### src/rtl/tt_pkg.sv
`timescale 1ns/1ps
package tt_pkg;
  // Register locations on the port bus; the decode depends on these values.
  typedef enum logic {
    LOC_COUNT = 1'b0,
    LOC_CTRL  = 1'b1
  } tt_loc_e;
endpackage

### src/rtl/tt_prescaler.sv
`timescale 1ns/1ps
module tt_prescaler #(
  parameter int CLK_HZ  = 100_000_000,
  parameter int TICK_HZ = 100_000
) (
  input  logic clk,
  input  logic rst,
  input  logic restart,
  output logic tick
);
  localparam int DIV = (CLK_HZ / TICK_HZ < 1) ? 1 : CLK_HZ / TICK_HZ;

  generate
    if (DIV == 1) begin : g_pass
      assign tick = 1'b1;
    end else begin : g_div
      localparam int PW = $clog2(DIV);
      localparam logic [PW-1:0] LAST = PW'(DIV - 1);
      logic [PW-1:0] phase_q;

      always_ff @(posedge clk) begin
        if (rst || restart)      phase_q <= '0;
        else if (phase_q == LAST) phase_q <= '0;
        else                     phase_q <= phase_q + PW'(1);
      end

      assign tick = (phase_q == LAST);
    end
  endgenerate
endmodule

### src/rtl/tt_downcounter.sv
`timescale 1ns/1ps
module tt_downcounter #(
  parameter int CNT_W = 8
) (
  input  logic             clk,
  input  logic             rst,
  input  logic             tick,
  input  logic             load,
  input  logic [CNT_W-1:0] load_val,
  input  logic [CNT_W-1:0] reload_val,
  output logic [CNT_W-1:0] count,
  output logic             zero_evt
);
  localparam logic [CNT_W-1:0] ONE = CNT_W'(1);

  logic at_zero;
  assign at_zero  = (count == '0);
  // Zero event: this tick leaves the count at zero (write has priority).
  assign zero_evt = tick && !load && (at_zero ? (reload_val == '0) : (count == ONE));

  always_ff @(posedge clk) begin
    if (rst)       count <= '0;
    else if (load) count <= load_val;
    else if (tick) count <= at_zero ? reload_val : count - ONE;
  end
endmodule

### src/rtl/tt_irqflag.sv
`timescale 1ns/1ps
module tt_irqflag (
  input  logic clk,
  input  logic rst,
  input  logic set_evt,
  input  logic clr_pulse,
  input  logic enable,
  output logic flag,
  output logic req
);
  always_ff @(posedge clk) begin
    if (rst)            flag <= 1'b0;
    else if (set_evt)   flag <= 1'b1;
    else if (clr_pulse) flag <= 1'b0;
  end

  assign req = flag && enable;
endmodule

### src/rtl/tick_timer.sv
`timescale 1ns/1ps
module tick_timer #(
  parameter int CLK_HZ  = 100_000_000,
  parameter int TICK_HZ = 100_000,
  parameter int CNT_W   = 8,
  parameter int DATA_W  = 8
) (
  input  logic              clk,
  input  logic              rst,
  input  logic              bus_cyc,
  input  logic              bus_stb,
  input  logic              bus_we,
  input  logic              bus_adr,
  input  logic [DATA_W-1:0] bus_wdata,
  output logic [DATA_W-1:0] bus_rdata,
  output logic              bus_ack,
  output logic              irq_req,
  input  logic              irq_ack
);
  import tt_pkg::*;

  logic             sel, wr_cnt, wr_ctl, rd_on;
  logic             tick, zero_evt, trig_q, irq_en_q;
  logic [CNT_W-1:0] reload_q, count_q;

  assign sel    = bus_cyc && bus_stb;
  assign wr_cnt = sel && bus_we && (tt_loc_e'(bus_adr) == LOC_COUNT);
  assign wr_ctl = sel && bus_we && (tt_loc_e'(bus_adr) == LOC_CTRL);
  assign rd_on  = sel && !bus_we;
  assign bus_ack = sel;

  always_ff @(posedge clk) begin
    if (rst) begin
      reload_q <= '0;
      irq_en_q <= 1'b0;
    end else begin
      if (wr_cnt) reload_q <= bus_wdata[CNT_W-1:0];
      if (wr_ctl) irq_en_q <= bus_wdata[0];
    end
  end

  tt_prescaler #(.CLK_HZ(CLK_HZ), .TICK_HZ(TICK_HZ)) u_pre (
    .clk(clk), .rst(rst), .restart(wr_cnt), .tick(tick)
  );

  tt_downcounter #(.CNT_W(CNT_W)) u_cnt (
    .clk(clk), .rst(rst), .tick(tick), .load(wr_cnt),
    .load_val(bus_wdata[CNT_W-1:0]), .reload_val(reload_q),
    .count(count_q), .zero_evt(zero_evt)
  );

  tt_irqflag u_flag (
    .clk(clk), .rst(rst), .set_evt(zero_evt), .clr_pulse(irq_ack),
    .enable(irq_en_q), .flag(trig_q), .req(irq_req)
  );

  always_comb begin
    bus_rdata = '0;
    if (rd_on) begin
      if (tt_loc_e'(bus_adr) == LOC_COUNT) bus_rdata[CNT_W-1:0] = count_q;
      else                                 bus_rdata[0]         = trig_q;
    end
  end
endmodule

### config.mk
export PLATFORM = sky130hd
export DESIGN_NAME = tick_timer
export DESIGN_NICKNAME = d
export VERILOG_FILES = /design/src/rtl/tt_pkg.sv /design/src/rtl/tt_prescaler.sv /design/src/rtl/tt_downcounter.sv /design/src/rtl/tt_irqflag.sv /design/src/rtl/tick_timer.sv
export SDC_FILE = /design/constraint.sdc
export NUM_CORES = 1
export LEC_CHECK = 0
export BUFFER_PORTS_ARGS = -buffer_cell sky130_fd_sc_hd__buf_2
export CORE_ASPECT_RATIO = 0.75
export CORE_UTILIZATION = 50
export DETAILED_ROUTE_END_ITERATION = 10
export GPL_ROUTABILITY_DRIVEN = 0
export HOLD_SLACK_MARGIN = 0.02
export PLACE_DENSITY = 0.74
export SYNTH_ARGS = -nofsm -noshare
export SYNTH_HDL_FRONTEND = slang
export SYNTH_HIERARCHICAL = 1
export SYNTH_SLANG_ARGS = --single-unit
### constraint.sdc
create_clock -name clk -period 2.9 [get_ports clk]
set_input_delay 0.145 -clock clk [delete_from_list [all_inputs] [get_ports clk]]
set_output_delay 0.145 -clock clk [all_outputs]
set_load 0.005 [all_outputs]
==> results of run 1 <==
metrics by stage:
step                hold WS, ns  worst slack, ns  instances  cell area (um^2)  total power, uW
finish                    0.139            0.603        250              1850              736
floorplan                 0.207            0.722        189              1650              479
global route              0.138            0.410        250              1850              773
CTS                       0.133            0.612        250              1850              743
global placement          0.421            0.748        246              1800              503
detailed placement        0.431            0.636        246              1800              506
worst min-delay path by stage:
| stage | from | end | depth (start not counted) |
|---|---|---|---|
| after floorplan | rst | u_flag/flag | 1 |
| after global placement | bus_wdata[7] | reload_q[7] | 3 |
| after detailed placement | bus_wdata[5] | reload_q[5] | 3 |
| after CTS | bus_wdata[5] | reload_q[5] | 3 |
| after global routing | bus_wdata[6] | reload_q[6] | 3 |
| final | bus_wdata[5] | reload_q[5] | 3 |
critical path, delay by kind of cell (launching register included):
family / cells / cell delay [ns]
fa+ha+maj: 1 / 0.24
buf+inv: 2 / 0.22
flops: 1 / 0.36
compound gates: 2 / 0.22
simple gates: 5 / 1.17
cell usage in the layout, fill, tap and decap left out, types with 2 or more instances in the layout:
| master | netlist | routed |
|---|---|---|
| sky130_fd_sc_hd__xor2_1 | 4 | 4 |
| sky130_fd_sc_hd__nor3_1 | 6 | 6 |
| sky130_fd_sc_hd__or3b_2 | 2 | 2 |
| sky130_fd_sc_hd__nor2_1 | 14 | 14 |
| sky130_fd_sc_hd__xnor2_1 | 6 | 6 |
| sky130_fd_sc_hd__or2_2 | 2 | 2 |
| sky130_fd_sc_hd__a31oi_1 | 4 | 4 |
| sky130_fd_sc_hd__ha_1 | 4 | 4 |
| sky130_fd_sc_hd__nand4_1 | 3 | 3 |
| sky130_fd_sc_hd__mux2i_1 | 14 | 14 |
| sky130_fd_sc_hd__a21oi_1 | 12 | 12 |
| sky130_fd_sc_hd__nand3_1 | 6 | 6 |
| sky130_fd_sc_hd__nand2_1 | 6 | 6 |
| sky130_fd_sc_hd__o21ai_0 | 3 | 3 |
| sky130_fd_sc_hd__dfxtp_1 | 28 | 28 |
| sky130_fd_sc_hd__nor3b_1 | 6 | 6 |
| sky130_fd_sc_hd__clkbuf_8 | 0 | 4 |
| sky130_fd_sc_hd__nor4_1 | 4 | 4 |
| sky130_fd_sc_hd__or3_1 | 2 | 2 |
| sky130_fd_sc_hd__o22ai_1 | 5 | 5 |
| sky130_fd_sc_hd__buf_4 | 0 | 2 |
| sky130_fd_sc_hd__nand2b_1 | 22 | 22 |
| sky130_fd_sc_hd__and2_1 | 9 | 9 |
| sky130_fd_sc_hd__buf_2 | 0 | 24 |
| sky130_fd_sc_hd__inv_1 | 7 | 7 |
state kept, by name, indices dropped and copies added (netlist names):
name	cells
reload_q	8
u_cnt/count	8
u_flag/flag	1
u_pre/g_div.phase_q	10
irq_en_q	1
routing by layer:
layer / share of wire / vias to the layer above
met2: 0.44 / 32
met4: 0.0082 / 0
li1: - / 713
met5: 0 / -
met1: 0.51 / 652
met3: 0.044 / 4
cells by family after synthesis:
| logic type | synth area share |
|---|---|
| and+or+nand+nor | 0.351 |
| DFF | 0.340 |
| AOI/OAI and AO/OA | 0.0978 |
| muxes | 0.0917 |
| buffers and inverters | 0.0364 |
| xor gates and xnor gates | 0.0531 |
| adders and majority gates | 0.0303 |
power groups by stage:
| stage | Combinational [uW] | Sequential [uW] | Clock [uW] |
|---|---|---|---|
| after global routing | 104 | 406 | 264 |
| after CTS | 94.6 | 403 | 245 |
| after global placement | 91.2 | 412 | 0 |
| after floorplan | 69.0 | 410 | 0 |
| final | 94.8 | 403 | 237 |
| after detailed placement | 93.8 | 412 | 0 |
area by class of cell:
class	instances	area, um^2
Inverter	7	26.3
Fill cell	265	1190
Multi-Input combinational cell	147	1030
Timing Repair Buffer	26	135
Tap cell	38	47.5
Sequential cell	28	561
Clock buffer	4	55.1
==> impl_table.tex, run 1 <==
\begin{tabular}{lr}
\hline
Metric & Value \\
\hline
\multicolumn{2}{l}{\textbf{Run status}} \\
Result of the run & finished, final reports clean \\
\multicolumn{2}{l}{\textbf{Power}} \\
Proportion of power drawn by combinational gates & 0.129 \\
Maximum resistive drop on vdd & 339 uV \\
Switching share of power & 0.234 \\
Net Switching & 172 uW \\
Power per cell area & 397 nW/um\^{}2 \\
Power Internal & 563 uW \\
Static leakage & 0.000733 uW \\
Sequential cell fraction of total power & 0.548 \\
Clock share of power & 0.323 \\
\multicolumn{2}{l}{\textbf{Placement}} \\
Input/output buffers & 24 \\
HPWL after DPL & 2440 um \\
\multicolumn{2}{l}{\textbf{Setup path}} \\
Worst reg2reg startpoint & u\_pre/g\_div.phase\_q[0] \\
Critical Setup Path Class & reg2reg \\
Delay of the slowest cell on the worst path & 0.55 ns \\
Worst reg2reg path depth & 10 \\
Reg-to-reg setup timing slack & 0.60 ns \\
Maximum fanout along the worst path & 9 \\
Worst setup SP type & flop \\
R2r endpoint & u\_flag/flag \\
Data arrival time of the critical path & 2.51 ns \\
Critical path cell sequence & ha\_1 > and4bb\_1 > nand2\_1 > nor2\_1 > buf\_4 > nand2b\_1 > or4\_2 > a21oi\_1 > inv\_1 > a21oi\_2 \\
Capture point of the worst path & u\_flag/flag \\
Slowest stage cell, crit path & sky130\_fd\_sc\_hd\_\_or4\_2 \\
Launching instance or port of the critical path & u\_pre/g\_div.phase\_q[0] \\
CP Capture Type & flop \\
Required @ worst endpoint & 3.11 ns \\
\multicolumn{2}{l}{\textbf{Clock tree}} \\
Total CTS buffers & 3 \\
Clock slew at the register clock pins of the worst setup and hold paths & 0.09 ns \\
Clock insertion delay at the later pin of the skew report & 0.27 ns \\
Quantity of hold-fixing buffers added after cts & 0 \\
Maximum buffer depth of the clock tree & 2 \\
H-tree Lvls & 1 \\
Count of buffers added by post-CTS timing repair for setup & 0 \\
Post-cts resize count & 0 \\
\# clock sinks & 28 \\
TritonCTS clock tree & yes \\
Cell chosen for the clock root & sky130\_fd\_sc\_hd\_\_clkbuf\_8 \\
\multicolumn{2}{l}{\textbf{Global routing}} \\
Maximum number of pins on one net before global-route repair & 31 \\
Global routing's busiest layer & met2 \\
Wire length of the first global-routing pass & 5500 um \\
Met3 Usage GRT & 0.0570 \\
Number of antenna violations at the first check in global routing & 0 \\
Overflow left after global routing & 0 \\
Total GRT Usage & 0.209 \\
Via count of the first global-routing pass & 1212 \\
GR Layer Usage met1 & 0.293 \\
M2 GR Usage & 0.312 \\
\multicolumn{2}{l}{\textbf{Synth}} \\
Count of flip-flops with a built-in enable after synthesis & 0 \\
Area share of the leading cell type in the synthesized netlist & 0.340 \\
Main flop type after synthesis & sky130\_fd\_sc\_hd\_\_dfxtp\_1 \\
Number of warning messages in the yosys log & 6 \\
Unique cell type count in the Yosys netlist & 37 \\
Top cells by instance count after synthesis & 28 x sky130\_fd\_sc\_hd\_\_dfxtp\_1, 22 x sky130\_fd\_sc\_hd\_\_nand2b\_1, 14 x sky130\_fd\_sc\_hd\_\_mux2i\_1, 14 x sky130\_fd\_sc\_hd\_\_nor2\_1, 12 x sky130\_fd\_sc\_hd\_\_a21oi\_1 \\
Async set or reset register ratio after synthesis & 0 \\
Post-synthesis net count & 208 \\
Mapped Cells & 189 \\
Synthesized cell area & 1650 um\^{}2 \\
Avg Cell Area, Syn & 8.73 um\^{}2 \\
Share of synthesized area occupied by flip-flops and latches & 0.340 \\
Synth Register Bits & 28 \\
Most area-consuming cells after synthesis & sky130\_fd\_sc\_hd\_\_dfxtp\_1 34\%, sky130\_fd\_sc\_hd\_\_mux2i\_1 8.5\%, sky130\_fd\_sc\_hd\_\_nand2b\_1 8.3\%, sky130\_fd\_sc\_hd\_\_a21oi\_1 3.6\%, sky130\_fd\_sc\_hd\_\_and2\_1 3.4\% \\
Leading cell type by number of instances after synthesis & sky130\_fd\_sc\_hd\_\_dfxtp\_1 \\
Cell accounting for the most synthesized area & sky130\_fd\_sc\_hd\_\_dfxtp\_1 \\
\multicolumn{2}{l}{\textbf{Timing}} \\
Final hold violation count & 0 \\
Final clock period utilization by the worst path & 0.792 \\
Peak clock frequency supported by timing & 0.435 GHz \\
Final number of setup-violating endpoints & 0 \\
Setup repair after global routing missed its margin & no \\
Worst rel slew slack & 0.659 \\
Actual slew at the worst max-slew pin & 0.509 ns \\
Final-layout setup total negative slack & 0 ns \\
Max-slew violations & 0 \\
Worst Clk Skew & 0.00193 ns \\
Clock period minus worst slack & 2.30 ns \\
\multicolumn{2}{l}{\textbf{Floorplanning}} \\
Full die area & 3540 um\^{}2 \\
Count of boundary I/O pins & 25 \\
Die width & 68.3 um \\
Initial core utilization & 0.543 \\
Placement row count & 17 \\
Area inside the core boundary & 3040 um\^{}2 \\
Die span in y & 51.8 um \\
\multicolumn{2}{l}{\textbf{Finish}} \\
Fraction of layout instances using a drive strength above 1 & 0.208 \\
Final core area utilization & 0.610 \\
Antenna Diode Count & 0 \\
Final layout net count & 232 \\
Relative area change from synthesis to final layout & 12.4\% \\
\multicolumn{2}{l}{\textbf{Job}} \\
Max Cap Violations & 0 \\
\multicolumn{2}{l}{\textbf{Route}} \\
1st-iter DRT viols & 95 \\
WL/cell & 13.1 um \\
Initial DRT Pass Iterations & 4 \\
Number of nets with antenna violations after routing & 0 \\
Count of vias placed by the detailed router & 1401 \\
Routed WL & 3280 um \\
DRC errors left & 0 \\
Vias per std cell & 5.60 \\
\multicolumn{2}{l}{\textbf{Hold path}} \\
Type of the most critical hold path & in2reg \\
\hline
\end{tabular}
(Power assumes the default switching activity.)
==> run 2: changes to the inputs <==
==> constraint.sdc (replaced) <==
create_clock -name clk -period 2.3 [get_ports clk]
set_input_delay 0.115 -clock clk [delete_from_list [all_inputs] [get_ports clk]]
set_output_delay 0.115 -clock clk [all_outputs]
set_load 0.005 [all_outputs]
==> run 2 against run 1 <==
Clock skew is essentially flat. Global-route usage grew 1.8 points. Critical path type unchanged. Worst setup slack got worse by 0.43 ns. Non-clock buffer count did not move. Combinational power rose by 28%. First-iteration DRC count is 37% lower. Utilization rose by 0.082 points. Die area did not move.
==> impl_table.tex, run 2 (synthesized netlist as in run 1, its figures left out) <==
\begin{tabular}{lr}
\hline
Metric & Value \\
\hline
\multicolumn{2}{l}{\textbf{Setup path}} \\
Worst setup SP type & flop \\
Delay of the slowest cell on the worst path & 0.55 ns (about the same) \\
Maximum fanout along the worst path & 5 (-4) \\
CP bufs+invs & 1 (-1) \\
Critical path cell sequence & ha\_2 > and4bb\_1 > nand2\_1 > nor2\_1 > nand2b\_1 > or4\_2 > a21oi\_1 > inv\_1 > a21oi\_2 \\
Slowest stage cell, crit path & sky130\_fd\_sc\_hd\_\_or4\_2 \\
Critical Setup Path Class & reg2reg \\
Data arrival time of the critical path & 2.35 ns (-0.16 ns) \\
Required @ worst endpoint & 2.51 ns (-0.60 ns) \\
CP Capture Type & flop \\
Kind of cell with the highest combined delay on the critical path & simple AND/OR/NAND/NOR gates \\
\multicolumn{2}{l}{\textbf{Floorplanning}} \\
Area inside the core boundary & 3040 um\^{}2 (unchanged) \\
Full die area & 3540 um\^{}2 (unchanged) \\
Count of boundary I/O pins & 25 (unchanged) \\
Die span in y & 51.8 um (unchanged) \\
Initial core utilization & 0.543 (unchanged) \\
Placement row count & 17 (unchanged) \\
Die width & 68.3 um (unchanged) \\
\multicolumn{2}{l}{\textbf{Power}} \\
Power per cell area & 503 nW/um\^{}2 (+27\%) \\
Maximum resistive drop on vdd & 331 uV (-2.1\%) \\
Total power & 935 uW (+27\%) \\
Static leakage & 0.000730 uW (-0.31\%) \\
\multicolumn{2}{l}{\textbf{Placement}} \\
HPWL after DPL & 2580 um (+5.6\%) \\
Placed Area & 1800 um\^{}2 (unchanged) \\
Input/output buffers & 24 (unchanged) \\
Number of cells after detailed placement & 246 (unchanged) \\
\multicolumn{2}{l}{\textbf{Finish}} \\
Highest-count cells in the layout ignoring fill and taps & 28 x sky130\_fd\_sc\_hd\_\_dfxtp\_1, 24 x sky130\_fd\_sc\_hd\_\_buf\_2, 22 x sky130\_fd\_sc\_hd\_\_nand2b\_1 \\
Register containing the most flip-flops in the final layout & u\_pre/g\_div.phase\_q \\
Final instance count without filler cells & 250 (unchanged) \\
FILL cells & 272 (+2.6\%) \\
Fraction of layout instances using a drive strength above 1 & 0.212 (+0.00472) \\
Summed area of non-filler cells in the final layout & 1860 um\^{}2 (+0.13\%) \\
Antenna Diode Count & 0 (unchanged) \\
Largest registers & u\_pre/g\_div.phase\_q (10), reload\_q (8), u\_cnt/count (8) \\
Largest register FFs & 10 (unchanged) \\
Final layout net count & 232 (unchanged) \\
Final core area utilization & 0.610 (+0.000822) \\
Relative area change from synthesis to final layout & 12.5\% \\
Most common library cell in the layout ignoring fill and taps & sky130\_fd\_sc\_hd\_\_dfxtp\_1 \\
\multicolumn{2}{l}{\textbf{Timing}} \\
Worst rel slew slack & 0.639 (-0.0201) \\
Clock period minus worst slack & 2.13 ns (-0.165 ns) \\
Max-slew violations & 0 (unchanged) \\
Final hold violation count & 0 (unchanged) \\
Peak clock frequency supported by timing & 0.469 GHz (+7.7\%) \\
Final-layout setup total negative slack & 0 ns (unchanged) \\
Final clock period utilization by the worst path & 0.927 (+0.135) \\
Final number of setup-violating endpoints & 0 (unchanged) \\
Worst Clk Skew & 0.00202 ns (+0.0000925 ns) \\
Actual slew at the worst max-slew pin & 0.539 ns (+0.0301 ns) \\
Setup repair after global routing missed its margin & no \\
\multicolumn{2}{l}{\textbf{Route}} \\
Routed WL & 3520 um (+7.3\%) \\
Wire length on met1 & 1700 um (+2.0\%) \\
1st-iter DRT viols & 60 (-37\%) \\
Vias per std cell & 5.60 (unchanged) \\
Number of nets with antenna violations after routing & 0 (unchanged) \\
Top layer in use & met4 \\
Count of vias placed by the detailed router & 1401 (unchanged) \\
Initial DRT Pass Iterations & 4 (unchanged) \\
DRC errors left & 0 (unchanged) \\
WL/cell & 14.1 um (+7.3\%) \\
Routed length on met2 & 1620 um (+12\%) \\
Routed wire length on met3 & 188 um (+31\%) \\
\multicolumn{2}{l}{\textbf{Run status}} \\
Result of the run & finished, final reports clean \\
\multicolumn{2}{l}{\textbf{Clock tree}} \\
Clock slew at the register clock pins of the worst setup and hold paths & 0.09 ns (about the same) \\
\# clock sinks & 28 (unchanged) \\
TritonCTS clock tree & yes \\
Clock insertion delay at the later pin of the skew report & 0.27 ns (about the same) \\
Total CTS buffers & 3 (unchanged) \\
H-tree Lvls & 1 (unchanged) \\
Maximum buffer depth of the clock tree & 2 (unchanged) \\
Quantity of hold-fixing buffers added after cts & 0 (unchanged) \\
Cell chosen for the clock root & sky130\_fd\_sc\_hd\_\_clkbuf\_8 \\
\multicolumn{2}{l}{\textbf{Global routing}} \\
Total GRT Usage & 0.227 (+0.0183) \\
Maximum number of pins on one net before global-route repair & 31 (unchanged) \\
Number of antenna violations at the first check in global routing & 0 (unchanged) \\
Overflow left after global routing & 0 (unchanged) \\
Wire length of the first global-routing pass & 5940 um (+8.0\%) \\
Via count of the first global-routing pass & 1324 (+9.2\%) \\
\multicolumn{2}{l}{\textbf{Hold path}} \\
Type of the most critical hold path & in2reg \\
\multicolumn{2}{l}{\textbf{Job}} \\
Max Cap Violations & 0 (unchanged) \\
\hline
\end{tabular}
run 2: cell types whose count changed in the layout (fill, tap and decap cells not counted):
| cell | delta |
|---|---|
| sky130_fd_sc_hd__ha_2 | +1 |
| sky130_fd_sc_hd__ha_1 | -1 |
run 2: path summary, 6_finish.rpt:
check                         startpoint                endpoint  slack (ns)  depth (start not counted)
setup / recovery  u_pre/g_div.phase_q[0]             u_flag/flag        0.17                          9
hold / removal              bus_wdata[6]             reload_q[6]         0.1                          3
setup reg to reg  u_pre/g_div.phase_q[0]             u_flag/flag        0.17                          9
hold reg to reg   u_pre/g_div.phase_q[0]  u_pre/g_div.phase_q[0]        0.46                          1
run 2: worst min-delay path, delay by kind of cell:
kind | cells | cell delay, ns
buffers and inverters | 1 | 0.10
multiplexers | 1 | 0.06
AND/OR/NAND/NOR | 1 | 0.06
run 2: cell type report:
type	count	area (um^2)	area share
Multi-Input combinational cell	147	1030	0.556
Sequential cell	28	561	0.302
Timing Repair Buffer	26	135	0.0728
Clock buffer	4	55.1	0.0296
Tap cell	38	47.5	0.0256
Inverter	7	26.3	0.0142
run 2: metal layers:
metal,global-route usage,vias to the layer above
met5,0,-
met4,0.0521,0
met3,0.0482,2
met2,0.376,31
met1,0.300,656
li1,-,712
run 2: repair_timing:
item | 4_1_cts | 5_1_grt
setup buffers | 0 | 0
endpoints found under the setup margin | 0 | 1
resized for setup | 0 | 1
run 2: stage by stage:
| step | hold WS (ns) | setup slack (ns) |
|---|---|---|
| 6_report | 0.0997 | 0.168 |
| 5_1_grt | 0.105 | 0.00527 |
| 4_1_cts | 0.101 | 0.142 |
| 3_5_place_dp | 0.397 | 0.164 |
| 3_3_place_gp | 0.390 | 0.242 |
| 2_1_floorplan | 0.177 | 0.122 |
run 2: power breakdown:
| part | switching (uW) | internal [uW] |
|---|---|---|
| clock network | 151 | 153 |
| registers | 12.9 | 496 |
| logic | 59.8 | 61.0 |
==> run 3: changes to the inputs <==
--- a/config.mk
+++ b/config.mk
@@ -7,6 +7,7 @@
 export LEC_CHECK = 0
 export BUFFER_PORTS_ARGS = -buffer_cell sky130_fd_sc_hd__buf_2
 export CORE_ASPECT_RATIO = 0.75
+export CORE_MARGIN = 2
 export CORE_UTILIZATION = 50
 export DETAILED_ROUTE_END_ITERATION = 10
 export GPL_ROUTABILITY_DRIVEN = 0
==> constraint.sdc (replaced) <==
create_clock -name clk -period 2.7 [get_ports clk]
set_input_delay 0.135 -clock clk [delete_from_list [all_inputs] [get_ports clk]]
set_output_delay 0.135 -clock clk [all_outputs]
set_load 0.005 [all_outputs]
==> run 3 against run 2 <==
Critical path depth is the same. Register-to-register slack gained 0.38 ns. Cell area grew 0.88%. Non-clock buffer count is the same. Clock power grew 9.5%. Clock skew grew 0.0016 ns. Worst setup slack gained 0.38 ns. Cell count grew 0.80%. Combinational power shrank 17%.
==> impl_table.tex, run 3 (synthesized netlist as in run 1, its figures left out) <==
\begin{tabular}{lr}
\hline
Metric & Value \\
\hline
\multicolumn{2}{l}{\textbf{Run status}} \\
Result of the run & finished, final reports clean \\
\multicolumn{2}{l}{\textbf{Clock tree}} \\
Count of buffers added by post-CTS timing repair for setup & 0 (unchanged) \\
Clock slew at the register clock pins of the worst setup and hold paths & 0.10 ns (about the same) \\
H-tree Lvls & 1 (unchanged) \\
Cell chosen for the clock root & sky130\_fd\_sc\_hd\_\_clkbuf\_8 \\
TritonCTS clock tree & yes \\
Total CTS buffers & 3 (unchanged) \\
Maximum buffer depth of the clock tree & 2 (unchanged) \\
Quantity of hold-fixing buffers added after cts & 0 (unchanged) \\
Clock insertion delay at the later pin of the skew report & 0.28 ns (about the same) \\
\# clock sinks & 28 (unchanged) \\
Post-cts resize count & 0 (unchanged) \\
\multicolumn{2}{l}{\textbf{Timing}} \\
Worst Clk Skew & 0.00360 ns (+0.00158 ns) \\
Final number of setup-violating endpoints & 0 (unchanged) \\
Clock period minus worst slack & 2.15 ns (+0.0179 ns) \\
Least setup slack across all paths after layout & 0.550 ns (+0.382 ns) \\
Setup repair after global routing missed its margin & no \\
Final-layout setup total negative slack & 0 ns (unchanged) \\
Final hold violation count & 0 (unchanged) \\
Final clock period utilization by the worst path & 0.796 (-0.131) \\
Max-slew violations & 0 (unchanged) \\
Final Hold Slack & 0.118 ns (+0.0186 ns) \\
Worst rel slew slack & 0.639 (-0.000789) \\
Actual slew at the worst max-slew pin & 0.537 ns (-0.00149 ns) \\
Peak clock frequency supported by timing & 0.465 GHz (-0.83\%) \\
\multicolumn{2}{l}{\textbf{Route}} \\
Initial DRT Pass Iterations & 4 (unchanged) \\
DRC errors left & 0 (unchanged) \\
1st-iter DRT viols & 31 (-48\%) \\
Count of vias placed by the detailed router & 1350 (-3.6\%) \\
Number of nets with antenna violations after routing & 0 (unchanged) \\
Routed WL & 3200 um (-9.2\%) \\
WL/cell & 12.7 um (-9.9\%) \\
Vias per std cell & 5.36 (-4.4\%) \\
\multicolumn{2}{l}{\textbf{Global routing}} \\
Maximum number of pins on one net before global-route repair & 31 (unchanged) \\
Via count of the first global-routing pass & 1135 (-14\%) \\
Total GRT Usage & 0.183 (-0.0440) \\
Overflow left after global routing & 0 (unchanged) \\
Wire length of the first global-routing pass & 5440 um (-8.4\%) \\
Number of antenna violations at the first check in global routing & 0 (unchanged) \\
\multicolumn{2}{l}{\textbf{Finish}} \\
Fraction of layout instances using a drive strength above 1 & 0.208 (-0.00472) \\
Largest register FFs & 10 (unchanged) \\
Final layout net count & 232 (unchanged) \\
Highest-count cells in the layout ignoring fill and taps & 28 x sky130\_fd\_sc\_hd\_\_dfxtp\_1, 24 x sky130\_fd\_sc\_hd\_\_buf\_2, 22 x sky130\_fd\_sc\_hd\_\_nand2b\_1 \\
Relative area change from synthesis to final layout & 13.5\% \\
Most common library cell in the layout ignoring fill and taps & sky130\_fd\_sc\_hd\_\_dfxtp\_1 \\
Register containing the most flip-flops in the final layout & u\_pre/g\_div.phase\_q \\
Final core area utilization & 0.582 (-0.0289) \\
Final instance count without filler cells & 252 (+0.80\%) \\
Antenna Diode Count & 0 (unchanged) \\
Largest registers & u\_pre/g\_div.phase\_q (10), reload\_q (8), u\_cnt/count (8) \\
\multicolumn{2}{l}{\textbf{Hold path}} \\
Worst hold start & bus\_wdata[2] \\
Hold EP & reload\_q[2] \\
Type of the most critical hold path & in2reg \\
Cell count of the worst hold path & 3 (unchanged) \\
\multicolumn{2}{l}{\textbf{Floorplanning}} \\
Area inside the core boundary & 3220 um\^{}2 (+5.9\%) \\
Count of boundary I/O pins & 25 (unchanged) \\
Die width & 70.3 um (+2.9\%) \\
Initial core utilization & 0.512 (-0.0301) \\
Placement row count & 18 (+1) \\
Die span in y & 53.8 um (+3.9\%) \\
Full die area & 3780 um\^{}2 (+6.9\%) \\
\multicolumn{2}{l}{\textbf{Setup path}} \\
Reg-to-reg setup timing slack & 0.55 ns (+0.38 ns) \\
Required @ worst endpoint & 2.92 ns (+0.41 ns) \\
CP Capture Type & flop \\
Slowest stage cell, crit path & sky130\_fd\_sc\_hd\_\_or4\_2 \\
R2r endpoint & u\_flag/flag \\
Worst reg2reg startpoint & u\_pre/g\_div.phase\_q[0] \\
Critical Setup Path Class & reg2reg \\
Delay of the slowest cell on the worst path & 0.55 ns (about the same) \\
Maximum fanout along the worst path & 5 (unchanged) \\
Worst setup SP type & flop \\
Critical path cell sequence & ha\_1 > and4bb\_1 > nand2\_1 > nor2\_1 > nand2b\_1 > or4\_2 > a21oi\_1 > inv\_1 > a21oi\_2 \\
Worst reg2reg path depth & 9 (unchanged) \\
Data arrival time of the critical path & 2.37 ns (+0.02 ns) \\
\multicolumn{2}{l}{\textbf{Power}} \\
Static leakage & 0.000740 uW (+1.3\%) \\
Power per cell area & 464 nW/um\^{}2 (-7.9\%) \\
Maximum resistive drop on vdd & 388 uV (+17\%) \\
\multicolumn{2}{l}{\textbf{Placement}} \\
HPWL after DPL & 2330 um (-9.8\%) \\
Input/output buffers & 24 (unchanged) \\
Number of cells after detailed placement & 248 (+0.81\%) \\
DP Worst Slack & 0.582 ns (+0.418 ns) \\
\multicolumn{2}{l}{\textbf{Job}} \\
Max Cap Violations & 0 (unchanged) \\
\hline
\end{tabular}
[run 3: cell count changes in the layout (fill, tap and decap cells not counted), sizes merged]
cell and change:
bufinv +1, clkbuf -1
[run 3: power breakdown]
part           internal (uW)  switching (uW)  total, uW
sequential               423            10.4        433
combinational           51.5            49.8        101
clock                    199             135        334
total                    673             195        868
[run 3: final cells by class]
class,instances,area [um^2]
timing repair buffer,26,135
multi-input combinational,147,1030
clock buffer,3,41.3
tap,40,50.0
sequential,28,561
fill,307,1350
clock inverter,1,30.0
inverter,7,26.3
[run 3: metal layers]
metal | wire length, um | track usage
met5 | 0 | 0
met4 | 19 | 0.0481
met3 | 185 | 0.0487
met2 | 1230 | 0.264
met1 | 1760 | 0.270
[run 3: how the worst max path moves through the flow]
stage	startpoint	endpoint	slack (ns)	cells after the start
detailed placement	u_pre/g_div.phase_q[0]	u_flag/flag	0.58	9
CTS	u_pre/g_div.phase_q[0]	u_flag/flag	0.55	9
global route	u_pre/g_div.phase_q[0]	u_flag/flag	0.37	9
floorplan	u_pre/g_div.phase_q[0]	u_flag/flag	0.52	10
global placement	u_pre/g_div.phase_q[0]	u_flag/flag	0.62	9
finish	u_pre/g_div.phase_q[0]	u_flag/flag	0.55	9
[run 3: metrics by stage]
step / power [uW] / cell area [um^2]
floorplan: 514 / 1650
global placement: 543 / 1800
detailed placement: 543 / 1800
CTS: 879 / 1870
global route: 905 / 1870
finish: 868 / 1870
[run 3: critical path, delay by kind of cell (launching register included)]
family                     cells  cell delay, ns
AOI/OAI and AO/OA              2            0.24
adders and majority gates      1            0.23
buffers and inverters          1            0.06
DFF                            1            0.36
and+or+nand+nor                5            1.21
